--- src/rtl/clkpre_pkg.sv ---
// clkpre_pkg: shared types and child-divider lookup functions for the
// peripheral strobe prescaler. Assumes code widths fixed by the interface.
package clkpre_pkg;

    typedef enum logic {
        CLK_MODE_PLL = 1'b0,
        CLK_MODE_EXT = 1'b1
    } clk_mode_e;

    // Serial child: irregular 2-bit code to division ratio.
    function automatic int unsigned spi_child_div(input logic [1:0] code);
        case (code)
            2'd0:    return 32;
            2'd1:    return 8;
            2'd2:    return 2;
            default: return 1;
        endcase
    endfunction

    // Timer child: 1-bit code, clear selects the long ratio.
    function automatic int unsigned tmr_child_div(input logic code);
        return code ? 1 : 256;
    endfunction

endpackage

--- src/rtl/clkpre_strobe_div.sv ---
// clkpre_strobe_div: counts enable pulses and emits a one-cycle strobe on
// every ratio_m1+1'th enable. Ratio 1 passes the enable straight through.
// Assumes any change of ratio_m1 is accompanied by clr in the same cycle.
module clkpre_strobe_div #(
    parameter int unsigned CNT_W = 10
) (
    input  logic             clk,
    input  logic             rst_n,
    input  logic             en,
    input  logic             clr,
    input  logic [CNT_W-1:0] ratio_m1,
    output logic             stb
);

    logic [CNT_W-1:0] cnt;
    logic             at_end;

    // Detect the last count of the current period.
    always_comb at_end = (cnt >= ratio_m1);

    // Strobe only on a counted enable outside reset and restart.
    always_comb stb = en && at_end && !clr && rst_n;

    // Advance on each enable, wrap at period end, restart on clr or reset.
    always_ff @(posedge clk) begin
        if (!rst_n || clr) begin
            cnt <= '0;
        end else if (en) begin
            cnt <= at_end ? '0 : cnt + 1'b1;
        end
    end

    // a divider slower than 1 never strobes two cycles running.
    assert_no_back_to_back_R1: assert property (@(posedge clk) disable iff (!rst_n)
        (stb && ratio_m1 != '0) |=> (!stb || ratio_m1 == '0));

endmodule

--- src/rtl/clkpre_ratio_sel.sv ---
// clkpre_ratio_sel: maps mode and select inputs to the terminal counts
// (ratio minus one) of every root and child divider. Purely combinational.
module clkpre_ratio_sel
    import clkpre_pkg::*;
#(
    parameter int unsigned CNT_W             = 10,
    parameter int unsigned N_TMR             = 2,
    parameter int unsigned PLL_TREF_DIV      = 144,
    parameter int unsigned PLL_SPI_DIV       = 576,
    parameter int unsigned PLL_PWM_DIV       = 768,
    parameter int unsigned PLL_BUS_DIV       = 2,
    parameter int unsigned EXT_TREF_DIV      = 24,
    parameter int unsigned EXT_TREF_ALT_DIV  = 26,
    parameter int unsigned EXT_SPI_DIV       = 96,
    parameter int unsigned EXT_PWM_DIV       = 128,
    parameter int unsigned EXT_BUS_DIV       = 1,
    parameter int unsigned UART_DIV          = 10
) (
    input  clk_mode_e        mode,
    input  logic             tmr_alt,
    input  logic [1:0]       spi_sel,
    input  logic [N_TMR-1:0] tmr_sel,
    output logic [CNT_W-1:0] tref_m1,
    output logic [CNT_W-1:0] sref_m1,
    output logic [CNT_W-1:0] pwm_m1,
    output logic [CNT_W-1:0] bus_m1,
    output logic [CNT_W-1:0] spi_m1,
    output logic [CNT_W-1:0] uart_m1,
    output logic [CNT_W-1:0] tmr_m1 [N_TMR]
);

    localparam logic [CNT_W-1:0] UART_M1 = CNT_W'(UART_DIV - 1);

    // Root ratios follow the clock mode; the alt bit matters only externally.
    always_comb begin
        if (mode == CLK_MODE_EXT) begin
            tref_m1 = tmr_alt ? CNT_W'(EXT_TREF_ALT_DIV - 1) : CNT_W'(EXT_TREF_DIV - 1);
            sref_m1 = CNT_W'(EXT_SPI_DIV - 1);
            pwm_m1  = CNT_W'(EXT_PWM_DIV - 1);
            bus_m1  = CNT_W'(EXT_BUS_DIV - 1);
        end else begin
            tref_m1 = CNT_W'(PLL_TREF_DIV - 1);
            sref_m1 = CNT_W'(PLL_SPI_DIV - 1);
            pwm_m1  = CNT_W'(PLL_PWM_DIV - 1);
            bus_m1  = CNT_W'(PLL_BUS_DIV - 1);
        end
    end

    // Serial and UART child ratios via lookup and constant.
    always_comb begin
        spi_m1  = CNT_W'(spi_child_div(spi_sel) - 1);
        uart_m1 = UART_M1;
    end

    // One lookup per timer child.
    for (genvar gi = 0; gi < N_TMR; gi++) begin : g_tmr_ratio
        always_comb tmr_m1[gi] = CNT_W'(tmr_child_div(tmr_sel[gi]) - 1);
    end

endmodule

--- src/rtl/clkpre_change_det.sv ---
// clkpre_change_det: remembers the configuration seen at the last edge and
// raises restart requests for the counters a configuration change affects.
// Assumes configuration inputs change only between clock edges.
module clkpre_change_det #(
    parameter int unsigned N_TMR = 2
) (
    input  logic             clk,
    input  logic             rst_n,
    input  logic             ext_mode,
    input  logic             tmr_alt,
    input  logic [1:0]       spi_sel,
    input  logic [N_TMR-1:0] tmr_sel,
    output logic             clr_all,
    output logic             clr_tref,
    output logic             clr_spi,
    output logic [N_TMR-1:0] clr_tmr
);

    logic             prev_mode;
    logic             prev_alt;
    logic [1:0]       prev_spi;
    logic [N_TMR-1:0] prev_tmr;
    logic             alt_chg;

    // Capture the configuration each edge; reset adopts the current one.
    always_ff @(posedge clk) begin
        prev_mode <= ext_mode;
        prev_alt  <= tmr_alt;
        prev_spi  <= spi_sel;
        prev_tmr  <= tmr_sel;
    end

    // Alt select only alters the timer ratio in the external case.
    always_comb alt_chg = (tmr_alt != prev_alt) && ext_mode;

    // Fan change flags out to the dependent counters.
    always_comb begin
        clr_all  = rst_n && (ext_mode != prev_mode);
        clr_tref = clr_all || (rst_n && alt_chg);
        clr_spi  = clr_all || (rst_n && (spi_sel != prev_spi));
        for (int i = 0; i < int'(N_TMR); i++) begin
            clr_tmr[i] = clr_tref || (rst_n && (tmr_sel[i] != prev_tmr[i]));
        end
    end

    // a mode change always restarts the timer chain as well.
    assert_mode_clears_timer_R8: assert property (@(posedge clk) disable iff (!rst_n)
        (ext_mode != $past(ext_mode)) |-> (clr_tref && clr_spi && (&clr_tmr)));

endmodule

--- src/rtl/clkpre_prescaler.sv ---
// clkpre_prescaler: top of the peripheral strobe prescaler. Four root
// dividers run from the core clock, four child dividers count root strobes.
// Assumes static selects that change only between edges.
module clkpre_prescaler
    import clkpre_pkg::*;
#(
    parameter int unsigned CNT_W             = 10,
    parameter int unsigned N_TMR             = 2,
    parameter int unsigned PLL_TREF_DIV      = 144,
    parameter int unsigned PLL_SPI_DIV       = 576,
    parameter int unsigned PLL_PWM_DIV       = 768,
    parameter int unsigned PLL_BUS_DIV       = 2,
    parameter int unsigned EXT_TREF_DIV      = 24,
    parameter int unsigned EXT_TREF_ALT_DIV  = 26,
    parameter int unsigned EXT_SPI_DIV       = 96,
    parameter int unsigned EXT_PWM_DIV       = 128,
    parameter int unsigned EXT_BUS_DIV       = 1,
    parameter int unsigned UART_DIV          = 10
) (
    input  logic             clk,
    input  logic             rst_n,
    input  logic             ext_mode,
    input  logic             tmr_alt,
    input  logic [1:0]       spi_sel,
    input  logic [N_TMR-1:0] tmr_sel,
    output logic             tmr_ref_stb,
    output logic             spi_ref_stb,
    output logic             pwm_stb,
    output logic             bus_stb,
    output logic             spi_stb,
    output logic [N_TMR-1:0] tmr_stb,
    output logic             uart_stb
);

    logic [CNT_W-1:0] tref_m1, sref_m1, pwm_m1, bus_m1, spi_m1, uart_m1;
    logic [CNT_W-1:0] tmr_m1 [N_TMR];
    logic             clr_all, clr_tref, clr_spi;
    logic [N_TMR-1:0] clr_tmr;
    clk_mode_e        mode;

    // Interpret the raw mode pin.
    always_comb mode = clk_mode_e'(ext_mode);

    clkpre_ratio_sel #(
        .CNT_W(CNT_W), .N_TMR(N_TMR),
        .PLL_TREF_DIV(PLL_TREF_DIV), .PLL_SPI_DIV(PLL_SPI_DIV),
        .PLL_PWM_DIV(PLL_PWM_DIV), .PLL_BUS_DIV(PLL_BUS_DIV),
        .EXT_TREF_DIV(EXT_TREF_DIV), .EXT_TREF_ALT_DIV(EXT_TREF_ALT_DIV),
        .EXT_SPI_DIV(EXT_SPI_DIV), .EXT_PWM_DIV(EXT_PWM_DIV),
        .EXT_BUS_DIV(EXT_BUS_DIV), .UART_DIV(UART_DIV)
    ) u_ratio (
        .mode(mode), .tmr_alt(tmr_alt), .spi_sel(spi_sel), .tmr_sel(tmr_sel),
        .tref_m1(tref_m1), .sref_m1(sref_m1), .pwm_m1(pwm_m1), .bus_m1(bus_m1),
        .spi_m1(spi_m1), .uart_m1(uart_m1), .tmr_m1(tmr_m1)
    );

    clkpre_change_det #(.N_TMR(N_TMR)) u_chg (
        .clk(clk), .rst_n(rst_n), .ext_mode(ext_mode), .tmr_alt(tmr_alt),
        .spi_sel(spi_sel), .tmr_sel(tmr_sel),
        .clr_all(clr_all), .clr_tref(clr_tref), .clr_spi(clr_spi), .clr_tmr(clr_tmr)
    );

    // Root dividers count core cycles.
    clkpre_strobe_div #(.CNT_W(CNT_W)) u_tref (
        .clk(clk), .rst_n(rst_n), .en(1'b1), .clr(clr_tref),
        .ratio_m1(tref_m1), .stb(tmr_ref_stb));
    clkpre_strobe_div #(.CNT_W(CNT_W)) u_sref (
        .clk(clk), .rst_n(rst_n), .en(1'b1), .clr(clr_all),
        .ratio_m1(sref_m1), .stb(spi_ref_stb));
    clkpre_strobe_div #(.CNT_W(CNT_W)) u_pwm (
        .clk(clk), .rst_n(rst_n), .en(1'b1), .clr(clr_all),
        .ratio_m1(pwm_m1), .stb(pwm_stb));
    clkpre_strobe_div #(.CNT_W(CNT_W)) u_bus (
        .clk(clk), .rst_n(rst_n), .en(1'b1), .clr(clr_all),
        .ratio_m1(bus_m1), .stb(bus_stb));

    // Child dividers count their parent's strobes.
    clkpre_strobe_div #(.CNT_W(CNT_W)) u_spi (
        .clk(clk), .rst_n(rst_n), .en(spi_ref_stb), .clr(clr_spi),
        .ratio_m1(spi_m1), .stb(spi_stb));
    clkpre_strobe_div #(.CNT_W(CNT_W)) u_uart (
        .clk(clk), .rst_n(rst_n), .en(bus_stb), .clr(clr_all),
        .ratio_m1(uart_m1), .stb(uart_stb));

    for (genvar gi = 0; gi < N_TMR; gi++) begin : g_tmr
        clkpre_strobe_div #(.CNT_W(CNT_W)) u_tmr (
            .clk(clk), .rst_n(rst_n), .en(tmr_ref_stb), .clr(clr_tmr[gi]),
            .ratio_m1(tmr_m1[gi]), .stb(tmr_stb[gi]));

        // a timer child only fires together with the timer reference.
        assert_tmr_child_in_ref_R6: assert property (@(posedge clk) disable iff (!rst_n)
            tmr_stb[gi] |-> tmr_ref_stb);
    end

    // the serial child only fires together with its reference.
    assert_spi_child_in_ref_R5: assert property (@(posedge clk) disable iff (!rst_n)
        spi_stb |-> spi_ref_stb);

    // UART strobe only fires together with a bus strobe.
    assert_uart_in_bus_R7: assert property (@(posedge clk) disable iff (!rst_n)
        uart_stb |-> bus_stb);

    // every strobe is quiet in the cycle a mode change is seen.
    assert_mode_change_silent_R8: assert property (@(posedge clk) disable iff (!rst_n)
        (ext_mode != $past(ext_mode)) |->
        !(tmr_ref_stb || spi_ref_stb || pwm_stb || bus_stb || spi_stb || uart_stb || (|tmr_stb)));

    // divide-by-1 serial child tracks its parent.
    assert_div1_follow_R9: assert property (@(posedge clk) disable iff (!rst_n)
        (spi_sel == 2'd3 && $stable(spi_sel)) |-> (spi_stb == spi_ref_stb));

    // no strobe leaves the block while reset is held.
    always_comb begin
        if (!rst_n) begin
            assert_reset_quiet_R10: assert (!(tmr_ref_stb || spi_ref_stb || pwm_stb ||
                bus_stb || spi_stb || uart_stb || (|tmr_stb)));
        end
    end

endmodule

--- config.mk ---
export PLATFORM = sky130hd
export DESIGN_NAME = clkpre_prescaler
export DESIGN_NICKNAME = d
export VERILOG_FILES = /design/src/rtl/clkpre_pkg.sv /design/src/rtl/clkpre_strobe_div.sv /design/src/rtl/clkpre_ratio_sel.sv /design/src/rtl/clkpre_change_det.sv /design/src/rtl/clkpre_prescaler.sv
export SDC_FILE = /design/constraint.sdc
export NUM_CORES = 1
export LEC_CHECK = 0
export BUFFER_PORTS_ARGS = -buffer_cell sky130_fd_sc_hd__buf_4
export CAP_MARGIN = 10
export CORE_AREA = 2 2 87 89
export CTS_CLUSTER_DIAMETER = 80
export DETAILED_ROUTE_END_ITERATION = 10
export DIE_AREA = 0 0 89 91
export PLACE_DENSITY = 0.77
export SKIP_LAST_GASP = 1
export SYNTH_ARGS = -nofsm -noshare
export SYNTH_HDL_FRONTEND = slang
export SYNTH_SLANG_ARGS = --single-unit
--- constraint.sdc ---
create_clock -name clk -period 7.25 [get_ports clk]
set_input_delay 1.45 -clock clk [delete_from_list [all_inputs] [get_ports clk]]
set_output_delay 1.45 -clock clk [all_outputs]
set_load 0.005 [all_outputs]
; Word level (Yosys, flattened, before mapping)
; Index checks and enable logic that the tools add are counted.
[totals]
elab_cells = 96
input_bits = 8
out_inout_bits = 8
register_bits = 86
[classes]
mux = 12
n_reduce_logical = 46
magnitude_cmp = 8
n_addsub = 11
n_eq_ne = 7
[ops]
columns = op, n
row1 = 10-bit by 1-bit adder with 10-bit output (second input constant), 8
row2 = 10-bit 2-to-1 mux, 6
row3 = 10-bit greater-or-equal comparator, 5
row4 = 1-bit logical AND, 26
row5 = 10-bit by 1-bit subtractor with 10-bit output (second input constant), 2
row6 = 9-bit 2-to-1 mux, 2
row7 = 6-bit case mux with 3 select lines, 1
row8 = 10-bit by 1-bit greater-or-equal comparator with 1-bit output, 1
row9 = 10-bit by 4-bit greater-or-equal comparator with 1-bit output (second input constant), 1
row10 = 10-bit by 8-bit greater-or-equal comparator with 1-bit output, 1
row11 = 1-bit logical OR, 9
row12 = 8-bit 2-to-1 mux, 1
row13 = 2-bit OR reduction, 4
row14 = 6-bit by 1-bit subtractor with 7-bit output (second input constant), 1
row15 = 1-bit logical NOT, 6
row16 = 4-bit 2-to-1 mux, 1
row17 = 1-bit != test, 4
row18 = 2-bit by 1-bit == test with 1-bit output (second input constant), 1
row19 = 2-bit == test (second input constant), 1
row20 = 2-bit logical NOT, 1
row21 = 2-bit != test, 1
row22 = 1-bit 2-to-1 mux, 1

; Depth between registers and ports, before layout
; Gate-level depths: netlist of run 1.
[depth]
ltp_word = 10
ltp_mapped = 11
mapped_depth_nobuf = 10

; Cells and area by module
; From an unflattened synthesis of run 1, not the netlist that was laid out.
[hier_totals]
cells_unflattened = 761
hier_area_um2 = 6421.2
[by_module_without_submodules]
columns = module, cells_each, n_inst, area_per_inst_um2, seq_area_each_um2
row1 = clkpre_strobe_div, 82, 8, 700.7, 200.2
row2 = clkpre_ratio_sel, 83, 1, 590.6, 0.0
row3 = clkpre_change_det, 21, 1, 221.5, 120.1
row4 = clkpre_prescaler, 1, 1, 3.8, 0.0

; Worst setup path before layout of run 1
; No wires, ideal clock.
[synth_path]
path_type = input port to output port
startpoint = input port ext_mode
endpoint = output port tmr_stb[0]
path_slack_ns = 2.834
t_required_ns = 5.800
arrival_ns = 2.966
stages = 7
path_buffers = 1
path_cell_list = inv_1 ha_1 a2111oi_0 nand2_1 a21oi_1 nor3_1 buf_4
[synth_via]
elab_chain_len = 9
word_cells_on_any_way = 15
cone_classes = 1 x order compare / 1 x eq/ne / 1 x mux / 12 x reduce/logical
[synth_rtl]
columns = item, line
row1 = from (decl), clkpre_prescaler.sv:22  ; input logic ext_mode,
row2 = branches (longest 7 deep; another with 10-bit by 8-bit greater-or-equal comparator with 1-bit output), -
row3 = 1-bit logical AND (*) (2 in series), clkpre_strobe_div.sv:22  ; always_comb stb = en && at_end && !clr && rst_n;
row4 = to (decl), clkpre_prescaler.sv:31  ; output logic [N_TMR-1:0] tmr_stb,
; Every way passes the cells marked *.

; Worst setup path after layout of run 1
; Ends and elaborated chain as after synthesis.

==> metrics.txt, run 1 <==
clock buffer depth=2; TritonCTS clock tree=yes; slew at the pin closest to its max-slew limit=668 ps; max-slew violation total from the final report=0; count of boundary I/O pins=16; total clock sinks=86; Finished Layout Cells=593; hold-fix buffer count after cts=0; synthesized instance count=around 460; Arr. time, crit path=3580 ps; Via-to-Cell Ratio=roughly 5.3; DR DRC count=0; maximum number of pins on one net before global-route repair=16; post-route design area=0.00464 mm2; final worst path period share=between 60% and 70%; overall die height=91 um; post-detailed-placement half-perimeter wirelength=~5.4 mm; core region area=between 0.007 and 0.008 mm2; hold-critical path depth=1; Netlist Area Pre-Place=0.00423 mm2; aggregate negative setup slack=0 ps; final weighted congestion of routability-driven global placement=about 0.79; pwr/cell area=181 mW/mm2; Antenna diodes=0; Resized Gates After CTS=0; count of distinct cell types in the synthesized netlist=54; combined area of the multi-input logic cells=0.00244 mm2; Buffers on Ports=15; cells taking the most area after synthesis=sky130_fd_sc_hd__dfxtp_1 (41%), sky130_fd_sc_hd__ha_1 (13%), sky130_fd_sc_hd__nor2_1 (6.7%); worst-path fanout max=11; most instantiated library cell after synthesis=sky130_fd_sc_hd__dfxtp_1; post-layout minimum cycle time=slightly above 5000 ps; synthesized area divided by synthesized cell count=around 9 um2; post-route antenna net violation count=0; endpoint of the worst-slack reg-to-reg timing path=g_tmr[1].u_tmr.cnt[5]; critical path launch point type=input port; setup repair after global routing missed its margin=false; nets=~540; first-iteration detailed-routing DRC count=100; number of clock buffers inserted by TritonCTS=9; detailed-routing iteration count for the pre-antenna-repair pass=4; worst slew margin relative to its limit=55.4%; number of levels the H-tree was split into=3; Die Width=89 um; Hold Slack=473 ps; final wirelength=about 7.4 mm; capturing instance or port of the critical path=tmr_stb[0]; cell depth of the worst flop-to-flop path=8; worst setup path start=ext_mode; area of the die=approximately 0.008 mm2; global routing usage summed across all routing layers=20.1%; total via count in the routed design=approximately 3100; Fin. Hold Viols=0; final design utilization=roughly 65%; via count of the first global-routing pass=between 3000 and 4000; fraction of final layout cells sized beyond drive strength 1=9.11%; total gr overflow=0; Worst Path Class, Setup=input port to primary output; global-route wire length before repair=between 10 and 15 mm; sequential area share after synthesis=40.7%; number of setup buffers added after CTS=0; Max Freq=199 MHz; number of filler instances in the final layout=621; clock root buffer master=sky130_fd_sc_hd__clkbuf_8; Async S/R FF share, synth=0%; Post-DP Area=0.00445 mm2; clock latency on the worst-skew pair=360 ps; initial standard-cell utilization of the core=59.3%; synthesis warning total=0; Fin Clk Skew=10.8 ps; Max VDD drop=0.101 mV; EDFF count, synth=0; Synth-to-Final Area Change=9.52%; startpoint of the most critical register-to-register path=u_tref.cnt[4]; number of placed instances with taps included=577; library cell occupying the most area in the post-synthesis netlist=sky130_fd_sc_hd__dfxtp_1; fraction of post-synthesis cell area in the top cell type by area=around two fifths; most instantiated cells after synthesis=sky130_fd_sc_hd__dfxtp_1 (86), sky130_fd_sc_hd__nor2_1 (76), sky130_fd_sc_hd__ha_1 (44); worst reg-to-reg setup slack=4740 ps; Sequential Area=0.00172 mm2; run status=complete, no violations; reported leakage power=about 1.9 nW; Critical Path End Type=primary output; Max Cap Viol=0; primary flip-flop cell chosen by synthesis mapping=sky130_fd_sc_hd__dfxtp_1; setup violators final=0; required time reported for the critical path endpoint=about 5800 ps; register clock-pin slew on the reported worst setup and hold paths=80 ps; number of synthesized register bits=86; number of antenna violations at the first check in global routing=0; type of the tightest min-delay check=register to register; routed length per placed instance=~13 um; Cell Rows=31
metal layers:
metal / track usage [%] / vias to the layer above / wire length [um]
met4: 6.97 / 0 / 117
met2: 34.1 / 33 / 3550
li1: - / 1656 / -
met1: 24.0 / 1427 / 3550
met3: 5.45 / 9 / 227
met5: 0 / - / 0
per-stage QoR:
stage	power, mW	worst slack (ps)
after floorplan	0.523	2830
after global placement	0.536	2320
after detailed placement	0.538	2280
after CTS	0.849	2270
after global routing	0.870	2060
final	0.838	2220
cell type report:
type | count | area share (%)
Multi-Input combinational cell | 362 | 52.6
Sequential cell | 86 | 37.1
Clock buffer | 10 | 2.97
Tap cell | 99 | 2.67
Timing Repair Buffer | 15 | 2.43
Inverter | 15 | 1.24
Clock inverter | 6 | 0.972
critical path, cell delays in order:
cell,delay (ps)
sky130_fd_sc_hd__buf_4,150
sky130_fd_sc_hd__inv_1,100
sky130_fd_sc_hd__ha_1,330
sky130_fd_sc_hd__a2111oi_0,550
sky130_fd_sc_hd__nand2_1,110
sky130_fd_sc_hd__a21oi_1,560
sky130_fd_sc_hd__nor3_1,150
sky130_fd_sc_hd__buf_4,170
report_power, final:
group | internal [mW] | switching (mW) | leakage (nW)
sequential | 0.478 | 0.00371 | 0.699
combinational | 0.0170 | 0.0280 | 1.10
clock | 0.135 | 0.176 | 0.0849
how the worst min path moves through the flow:
| stage | slack (ps) | start | to |
|---|---|---|---|
| after global placement | 440 | u_bus.cnt[0] | u_bus.cnt[0] |
| after CTS | 480 | u_bus.cnt[0] | u_bus.cnt[0] |
| after floorplan | 420 | u_bus.cnt[0] | u_bus.cnt[0] |
| after global routing | 510 | u_sref.cnt[0] | u_sref.cnt[0] |
| after detailed placement | 460 | u_bus.cnt[0] | u_bus.cnt[0] |
| final | 470 | u_bus.cnt[0] | u_bus.cnt[0] |
state kept, by name (all words and copies together), names as in the netlist:
| signal | count |
|---|---|
| u_sref.cnt | 10 |
| u_chg.prev_alt | 1 |
| u_chg.prev_mode | 1 |
| u_spi.cnt | 10 |
| u_uart.cnt | 10 |
| u_chg.prev_tmr | 2 |
| g_tmr.u_tmr.cnt | 20 |
| u_bus.cnt | 10 |
| u_tref.cnt | 10 |
| u_chg.prev_spi | 2 |
| u_pwm.cnt | 10 |
layout by cell type (no fill, tap or decap), types with 3 or more instances in the layout:
master and instances:
sky130_fd_sc_hd__inv_1 14, sky130_fd_sc_hd__clkbuf_8 10, sky130_fd_sc_hd__o21ai_0 10, sky130_fd_sc_hd__nand3_1 29, sky130_fd_sc_hd__nand2b_1 5, sky130_fd_sc_hd__clkinvlp_4 3, sky130_fd_sc_hd__nor3_1 9, sky130_fd_sc_hd__xnor2_1 24
sky130_fd_sc_hd__nand4_1 7, sky130_fd_sc_hd__a31oi_1 5, sky130_fd_sc_hd__nor4_1 5, sky130_fd_sc_hd__or3_1 3, sky130_fd_sc_hd__a21oi_1 15, sky130_fd_sc_hd__ha_1 44, sky130_fd_sc_hd__nor2_1 76, sky130_fd_sc_hd__and2_1 4
sky130_fd_sc_hd__buf_4 15, sky130_fd_sc_hd__and3_1 17, sky130_fd_sc_hd__nand2_1 31, sky130_fd_sc_hd__xor2_1 31, sky130_fd_sc_hd__dfxtp_1 86, sky130_fd_sc_hd__conb_1 9
cell families after synthesis:
logic type      after synthesis  share of synthesized area [%]
fa+ha+maj                    44                           13.0
buf+inv                      21                           2.36
other cells                   2                          0.177
simple gates                200                           23.1
mux                           1                          0.236
flops                        86                           40.7
xor+xnor                     55                           11.4
compound gates               53                           9.05
No activity file was read; power rests on OpenSTA's default activity.
==> inputs of run 2 (changes only) <==
--- a/config.mk
+++ b/config.mk
@@ -7,11 +7,11 @@
 export LEC_CHECK = 0
 export BUFFER_PORTS_ARGS = -buffer_cell sky130_fd_sc_hd__buf_4
 export CAP_MARGIN = 10
-export CORE_AREA = 2 2 87 89
+export CORE_AREA = 2 2 90 92
 export CTS_CLUSTER_DIAMETER = 80
 export DETAILED_ROUTE_END_ITERATION = 10
-export DIE_AREA = 0 0 89 91
-export PLACE_DENSITY = 0.77
+export DIE_AREA = 0 0 92 94
+export PLACE_DENSITY = 0.75
 export SKIP_LAST_GASP = 1
 export SYNTH_ARGS = -nofsm -noshare
 export SYNTH_HDL_FRONTEND = slang
==> constraint.sdc (replaced) <==
create_clock -name clk -period 4.4 [get_ports clk]
set_input_delay 0.88 -clock clk [delete_from_list [all_inputs] [get_ports clk]]
set_output_delay 0.88 -clock clk [all_outputs]
set_load 0.005 [all_outputs]
==> run 2 against run 1 <==
Compared with the run above:
- first-iteration DRC count is 7.0% lower
- clock-buffer cell count grew 2
- power up 68%
- largest cell class unchanged
==> metrics.txt, run 2 (same netlist as run 1, synthesis figures left out) <==
run status=complete, no violations; share of power burned in registers=56.2% (-1.3 points); critical path launch point type=input port; global-route wire length before repair=13.4 mm (+3.5%); total design power=1.41 mW (+68%); required time reported for the critical path endpoint=3520 ps (-2280 ps); nets=542 (+0.18%); slew at the pin closest to its max-slew limit=657 ps (-10.6 ps); final worst path period share=86.0%; number of placed instances with taps included=581 (+0.69%); top register by number of flip-flops=g_tmr.u_tmr.cnt; Max Cap Viol=0 (unchanged); Worst Path Class, Setup=input port to primary output; detailed-routing iteration count for the pre-antenna-repair pass=4 (unchanged); count of boundary I/O pins=16 (unchanged); number of clock buffers inserted by TritonCTS=9 (unchanged); Fin. Hold Viols=0 (unchanged); most common library cell in the layout ignoring fill and taps=sky130_fd_sc_hd__dfxtp_1; fraction of final layout cells sized beyond drive strength 1=8.70% (-0.40 points); GRT met1 Usage=21.7% (-2.3 points); Cell Rows=32 (+3.2%); share of power burned in the clock network=38.5% (+1.4 points); Gate power share=5.3% (about the same); TritonCTS clock tree=yes; final wirelength=7.43 mm (-0.15%); combined area of the multi-input logic cells=0.00244 mm2 (unchanged); Critical Path End Type=primary output; GRT met2 Usage=34.6% (+0.54 points); total via count in the routed design=3213 (+2.8%); final weighted congestion of routability-driven global placement=0.818 (+3.7%); number of setup buffers added after CTS=0 (unchanged); total gr overflow=0 (unchanged); post-route design area=0.00465 mm2 (+0.40%); hold-fix buffer count after cts=0 (unchanged); fraction of power spent switching nets=22.7% (-2.2 points); Post-DP Area=0.00446 mm2 (+0.25%); post-route antenna net violation count=0 (unchanged); Top Usage Layer GRT=met2; number of antenna violations at the first check in global routing=0 (unchanged); final design utilization=61.2% (-3.8 points); total clock sinks=86 (unchanged); via count of the first global-routing pass=3165 (+3.3%); Fin Clk Skew=8.42 ps (-2.36 ps); switching power total=0.320 mW (+54%); clock root buffer master=sky130_fd_sc_hd__clkbuf_8; aggregate negative setup slack=0 ps (unchanged); setup violators final=0 (unchanged); type of the tightest min-delay check=register to register; Arr. time, crit path=2900 ps (-680 ps); DR DRC count=0 (unchanged); commonest cells after routing, fill and taps aside=sky130_fd_sc_hd__dfxtp_1 (86), sky130_fd_sc_hd__nor2_1 (76), sky130_fd_sc_hd__ha_1 (44); overall die height=94 um (+3.3%); worst-path fanout max=13 (+2); worst slew margin relative to its limit=56.1% (+0.71 points); reported leakage power=1.89 nW (+0.46%); setup repair after global routing missed its margin=false; clock latency on the worst-skew pair=360 ps (about the same); global routing usage summed across all routing layers=19.2% (-0.83 points); Synth-to-Final Area Change=9.96%; core region area=0.00761 mm2 (+6.6%); Via-to-Cell Ratio=5.39 (+2.3%); flip-flop count of the largest register, all copies and words added=20 (unchanged); routed length per placed instance=12.5 um (-0.65%); clock buffer depth=2 (unchanged); first-iteration detailed-routing DRC count=93 (-7.0%); Max Freq=264 MHz; Finished Layout Cells=596 (+0.51%); max-slew violation total from the final report=0 (unchanged); number of levels the H-tree was split into=3 (unchanged); Die Width=92 um (+3.4%); maximum number of pins on one net before global-route repair=14 (-2); initial standard-cell utilization of the core=55.6% (-3.7 points); met3 routing resource usage after global routing=5.62% (+0.16 points); number of filler instances in the final layout=679 (+9.3%); Sequential Area=0.00172 mm2 (unchanged); post-detailed-placement half-perimeter wirelength=5.49 mm (+1.5%); Resized Gates After CTS=0 (unchanged); register clock-pin slew on the reported worst setup and hold paths=80 ps (about the same); Max VDD drop=0.165 mV (+63%); area of the die=0.00865 mm2 (+6.8%); Antenna diodes=0 (unchanged); pwr/cell area=303 mW/mm2 (+68%); internal power=1.09 mW (+73%); post-layout minimum cycle time=between 3000 and 4000 ps; Buffers on Ports=15 (unchanged)
run 2: changes by cell type in the layout (fill, tap and decap cells not counted), sizes merged:
cell      previous run  this run
buf                 15        16
clkbuf              10        12
clkinvlp             3         2
clkinv               3         1
bufinv               0         1
inv                 15        14
run 2: metrics by stage:
step | hold WS (ps) | setup WS (ps)
3_3_place_gp | 439 | 667
4_1_cts | 460 | 636
2_1_floorplan | 417 | 1120
5_1_grt | 491 | 381
6_report | 455 | 617
3_5_place_dp | 439 | 641
run 2: final timing paths:
| path | start | end | slack, ps | depth (start not counted) |
|---|---|---|---|---|
| worst max register to register | u_tref.cnt[4] | g_tmr[1].u_tmr.cnt[5] | 1910 | 8 |
| worst min-delay path | u_bus.cnt[0] | u_bus.cnt[0] | 450 | 1 |
| worst max-delay path | ext_mode | tmr_ref_stb | 620 | 8 |
| worst min register to register | u_bus.cnt[0] | u_bus.cnt[0] | 450 | 1 |
run 2: per-layer routing:
metal	vias to the layer above	part of all wire (%)	routed length, um
li1	1656	-	-
met1	1524	46	3440
met2	24	49	3670
met3	9	2.9	212
met4	0	1.4	106
met5	-	0	0
run 2: layout make-up:
| type | count | share of cell area [%] |
|---|---|---|
| flip-flops and latches | 86 | 37.0 |
| repair buffers | 16 | 2.58 |
| clock buffers | 12 | 3.12 |
| well taps | 102 | 2.74 |
| inverters | 15 | 1.24 |
| clock inverters | 3 | 0.968 |
| multi-input cells | 362 | 52.4 |
run 2: critical path: stages:
cell	delay, ps
sky130_fd_sc_hd__buf_4	150
sky130_fd_sc_hd__inv_1	100
sky130_fd_sc_hd__ha_1	330
sky130_fd_sc_hd__a2111oi_0	520
sky130_fd_sc_hd__nor2b_1	200
sky130_fd_sc_hd__a211o_2	300
sky130_fd_sc_hd__inv_1	230
sky130_fd_sc_hd__buf_4	200
run 2: power by group through the flow:
stage	clock network [mW]	registers, mW	logic [mW]
after floorplan	0	0.811	0.0501
after global routing	0.593	0.796	0.0865
after global placement	0	0.812	0.0710
final	0.544	0.794	0.0742
after CTS	0.560	0.794	0.0752
after detailed placement	0	0.813	0.0749
==> inputs of run 3 (changes only) <==
==> constraint.sdc (replaced) <==
create_clock -name clk -period 4.4 [get_ports clk]
set_input_delay 0 -clock clk [delete_from_list [all_inputs] [get_ports clk]]
set_output_delay 0 -clock clk [all_outputs]
set_load 0.005 [all_outputs]
==> run 3 against run 2 <==
Compared with the run above:
- critical path depth up 1
- wire length down 1.5%
- fmax up 47%
- sequential power about the same
- final cell count up 1.0%
- critical path type unchanged
- clock power down 5.3%
- via count down 1.2%
- sequential share of layout area down 0.36 points
- die area unchanged
- largest cell class unchanged
==> metrics.txt, run 3 (same netlist as run 1, synthesis figures left out) <==
Resized Gates After CTS=0 (unchanged); pwr/cell area=295 mW/mm2 (-2.8%); Worst Path Class, Setup=input port to primary output; Arr. time, crit path=2570 ps (-330 ps); required time reported for the critical path endpoint=4400 ps (+880 ps); detailed-routing iteration count for the pre-antenna-repair pass=4 (unchanged); initial standard-cell utilization of the core=55.6% (unchanged); post-route design area=0.00470 mm2 (+0.99%); count of boundary I/O pins=16 (unchanged); critical path launch point type=input port; area of the die=0.00865 mm2 (unchanged); Finished Layout Cells=602 (+1.0%); total gr overflow=0 (unchanged); routed length per placed instance=12.2 um (-2.4%); combined area of the multi-input logic cells=0.00244 mm2 (unchanged); first-iteration detailed-routing DRC count=85 (-8.6%); post-layout minimum cycle time=2570 ps (-1220 ps); Fin. Hold Viols=0 (unchanged); TritonCTS clock tree=yes; Critical Path End Type=primary output; reported leakage power=1.91 nW (+1.1%); DR DRC count=0 (unchanged); final weighted congestion of routability-driven global placement=0.832 (+1.7%); Max Cap Viol=0 (unchanged); Buffers on Ports=15 (unchanged); Max Freq=389 MHz (+47%); clock buffer depth=2 (unchanged); total design power=1.39 mW (-1.9%); total clock sinks=86 (unchanged); flip-flop count of the largest register, all copies and words added=20 (unchanged); max-slew violation total from the final report=0 (unchanged); post-detailed-placement half-perimeter wirelength=5.31 mm (-3.4%); Cell Rows=32 (unchanged); Via-to-Cell Ratio=5.27 (-2.2%); global routing usage summed across all routing layers=18.6% (-0.66 points); fraction of final layout cells sized beyond drive strength 1=9.00% (+0.30 points); slew at the pin closest to its max-slew limit=665 ps (+7.63 ps); most common library cell in the layout ignoring fill and taps=sky130_fd_sc_hd__dfxtp_1; Hold Slack=140 ps (-315 ps); maximum number of pins on one net before global-route repair=16 (+2); clock latency on the worst-skew pair=370 ps (about the same); number of setup buffers added after CTS=0 (unchanged); worst slew margin relative to its limit=55.6% (-0.51 points); type of the tightest min-delay check=input port to register; Antenna diodes=0 (unchanged); number of antenna violations at the first check in global routing=0 (unchanged); overall die height=94 um (unchanged); via count of the first global-routing pass=2971 (-6.1%); top register by number of flip-flops=g_tmr.u_tmr.cnt; run status=complete, no violations; final wirelength=7.33 mm (-1.5%); nets=547 (+0.92%); Sequential Area=0.00172 mm2 (unchanged); clock root buffer master=sky130_fd_sc_hd__clkbuf_8; Max VDD drop=0.194 mV (+18%); register clock-pin slew on the reported worst setup and hold paths=80 ps (about the same); setup violators final=0 (unchanged); Die Width=92 um (unchanged); number of levels the H-tree was split into=3 (unchanged); global-route wire length before repair=12.8 mm (-5.1%); Fin Clk Skew=11.3 ps (+2.83 ps); number of placed instances with taps included=580 (-0.17%); commonest cells after routing, fill and taps aside=sky130_fd_sc_hd__dfxtp_1 (86), sky130_fd_sc_hd__nor2_1 (76), sky130_fd_sc_hd__ha_1 (44); aggregate negative setup slack=0 ps (unchanged); total via count in the routed design=3174 (-1.2%); Synth-to-Final Area Change=11.1%; worst-path fanout max=13 (unchanged); Post-DP Area=0.00446 mm2 (-0.17%); setup repair after global routing missed its margin=false; core region area=0.00761 mm2 (unchanged); post-route antenna net violation count=0 (unchanged); number of filler instances in the final layout=635 (-6.5%); number of clock buffers inserted by TritonCTS=9 (unchanged); final worst path period share=58.4% (-28 points)
## run 3: changes by cell type in the layout (fill, tap and decap cells not counted), sizes merged
| cell | previous run | this run |
|---|---|---|
| dlygate4sd3 | 0 | 6 |
| clkinv | 1 | 4 |
| buf | 16 | 15 |
| bufinv | 1 | 0 |
| inv | 14 | 15 |
| clkbuf | 12 | 10 |
## run 3: path summary, 6_finish.rpt
check / start / end / slack [ps] / depth (start not counted)
max: ext_mode / tmr_ref_stb / 1830 / 9
min: rst_n / u_tref.cnt[1] / 140 / 3
max reg2reg: u_tref.cnt[4] / g_tmr[1].u_tmr.cnt[5] / 1950 / 8
min reg2reg: u_sref.cnt[0] / u_sref.cnt[0] / 470 / 1
## run 3: final cells by class
type                    count  area share, %
repair buffers             21           3.67
clock inverters             6          0.985
multi-input cells         362           51.8
clock buffers              10           2.93
flip-flops and latches     86           36.6
inverters                  15           1.22
well taps                 102           2.71
## run 3: where the power goes
group | internal (mW) | leakage (nW) | switching [mW]
combinational | 0.0313 | 1.13 | 0.0456
clock | 0.223 | 0.0889 | 0.292
sequential | 0.788 | 0.699 | 0.00633
## run 3: timing repair
action | in CTS | in global routing
endpoints found under the hold margin | 6 | 0
setup endpoints to repair | 0 | 0
hold buffers | 6 | 0
## run 3: through the flow
stage	worst slack [ps]	utilization, %
final	1830	61.8
after global routing	1520	61.8
after CTS	1810	61.8
after detailed placement	1980	58.6
after global placement	2040	58.6
after floorplan	2410	-
## run 3: critical path: stages
cell and delay [ps]:
sky130_fd_sc_hd__dlygate4sd3_1 520, sky130_fd_sc_hd__buf_4 170, sky130_fd_sc_hd__inv_1 100, sky130_fd_sc_hd__ha_1 330, sky130_fd_sc_hd__a2111oi_0 500, sky130_fd_sc_hd__nor2b_1 210, sky130_fd_sc_hd__a211o_2 300, sky130_fd_sc_hd__inv_1 230
sky130_fd_sc_hd__buf_4 200
## run 3: layer usage
| layer | global-route usage [%] | share of wire [%] |
|---|---|---|
| met1 | 22.3 | 48 |
| met2 | 30.0 | 46 |
| met3 | 4.01 | 2.6 |
| met4 | 12.3 | 3.2 |
| met5 | 0 | 0 |
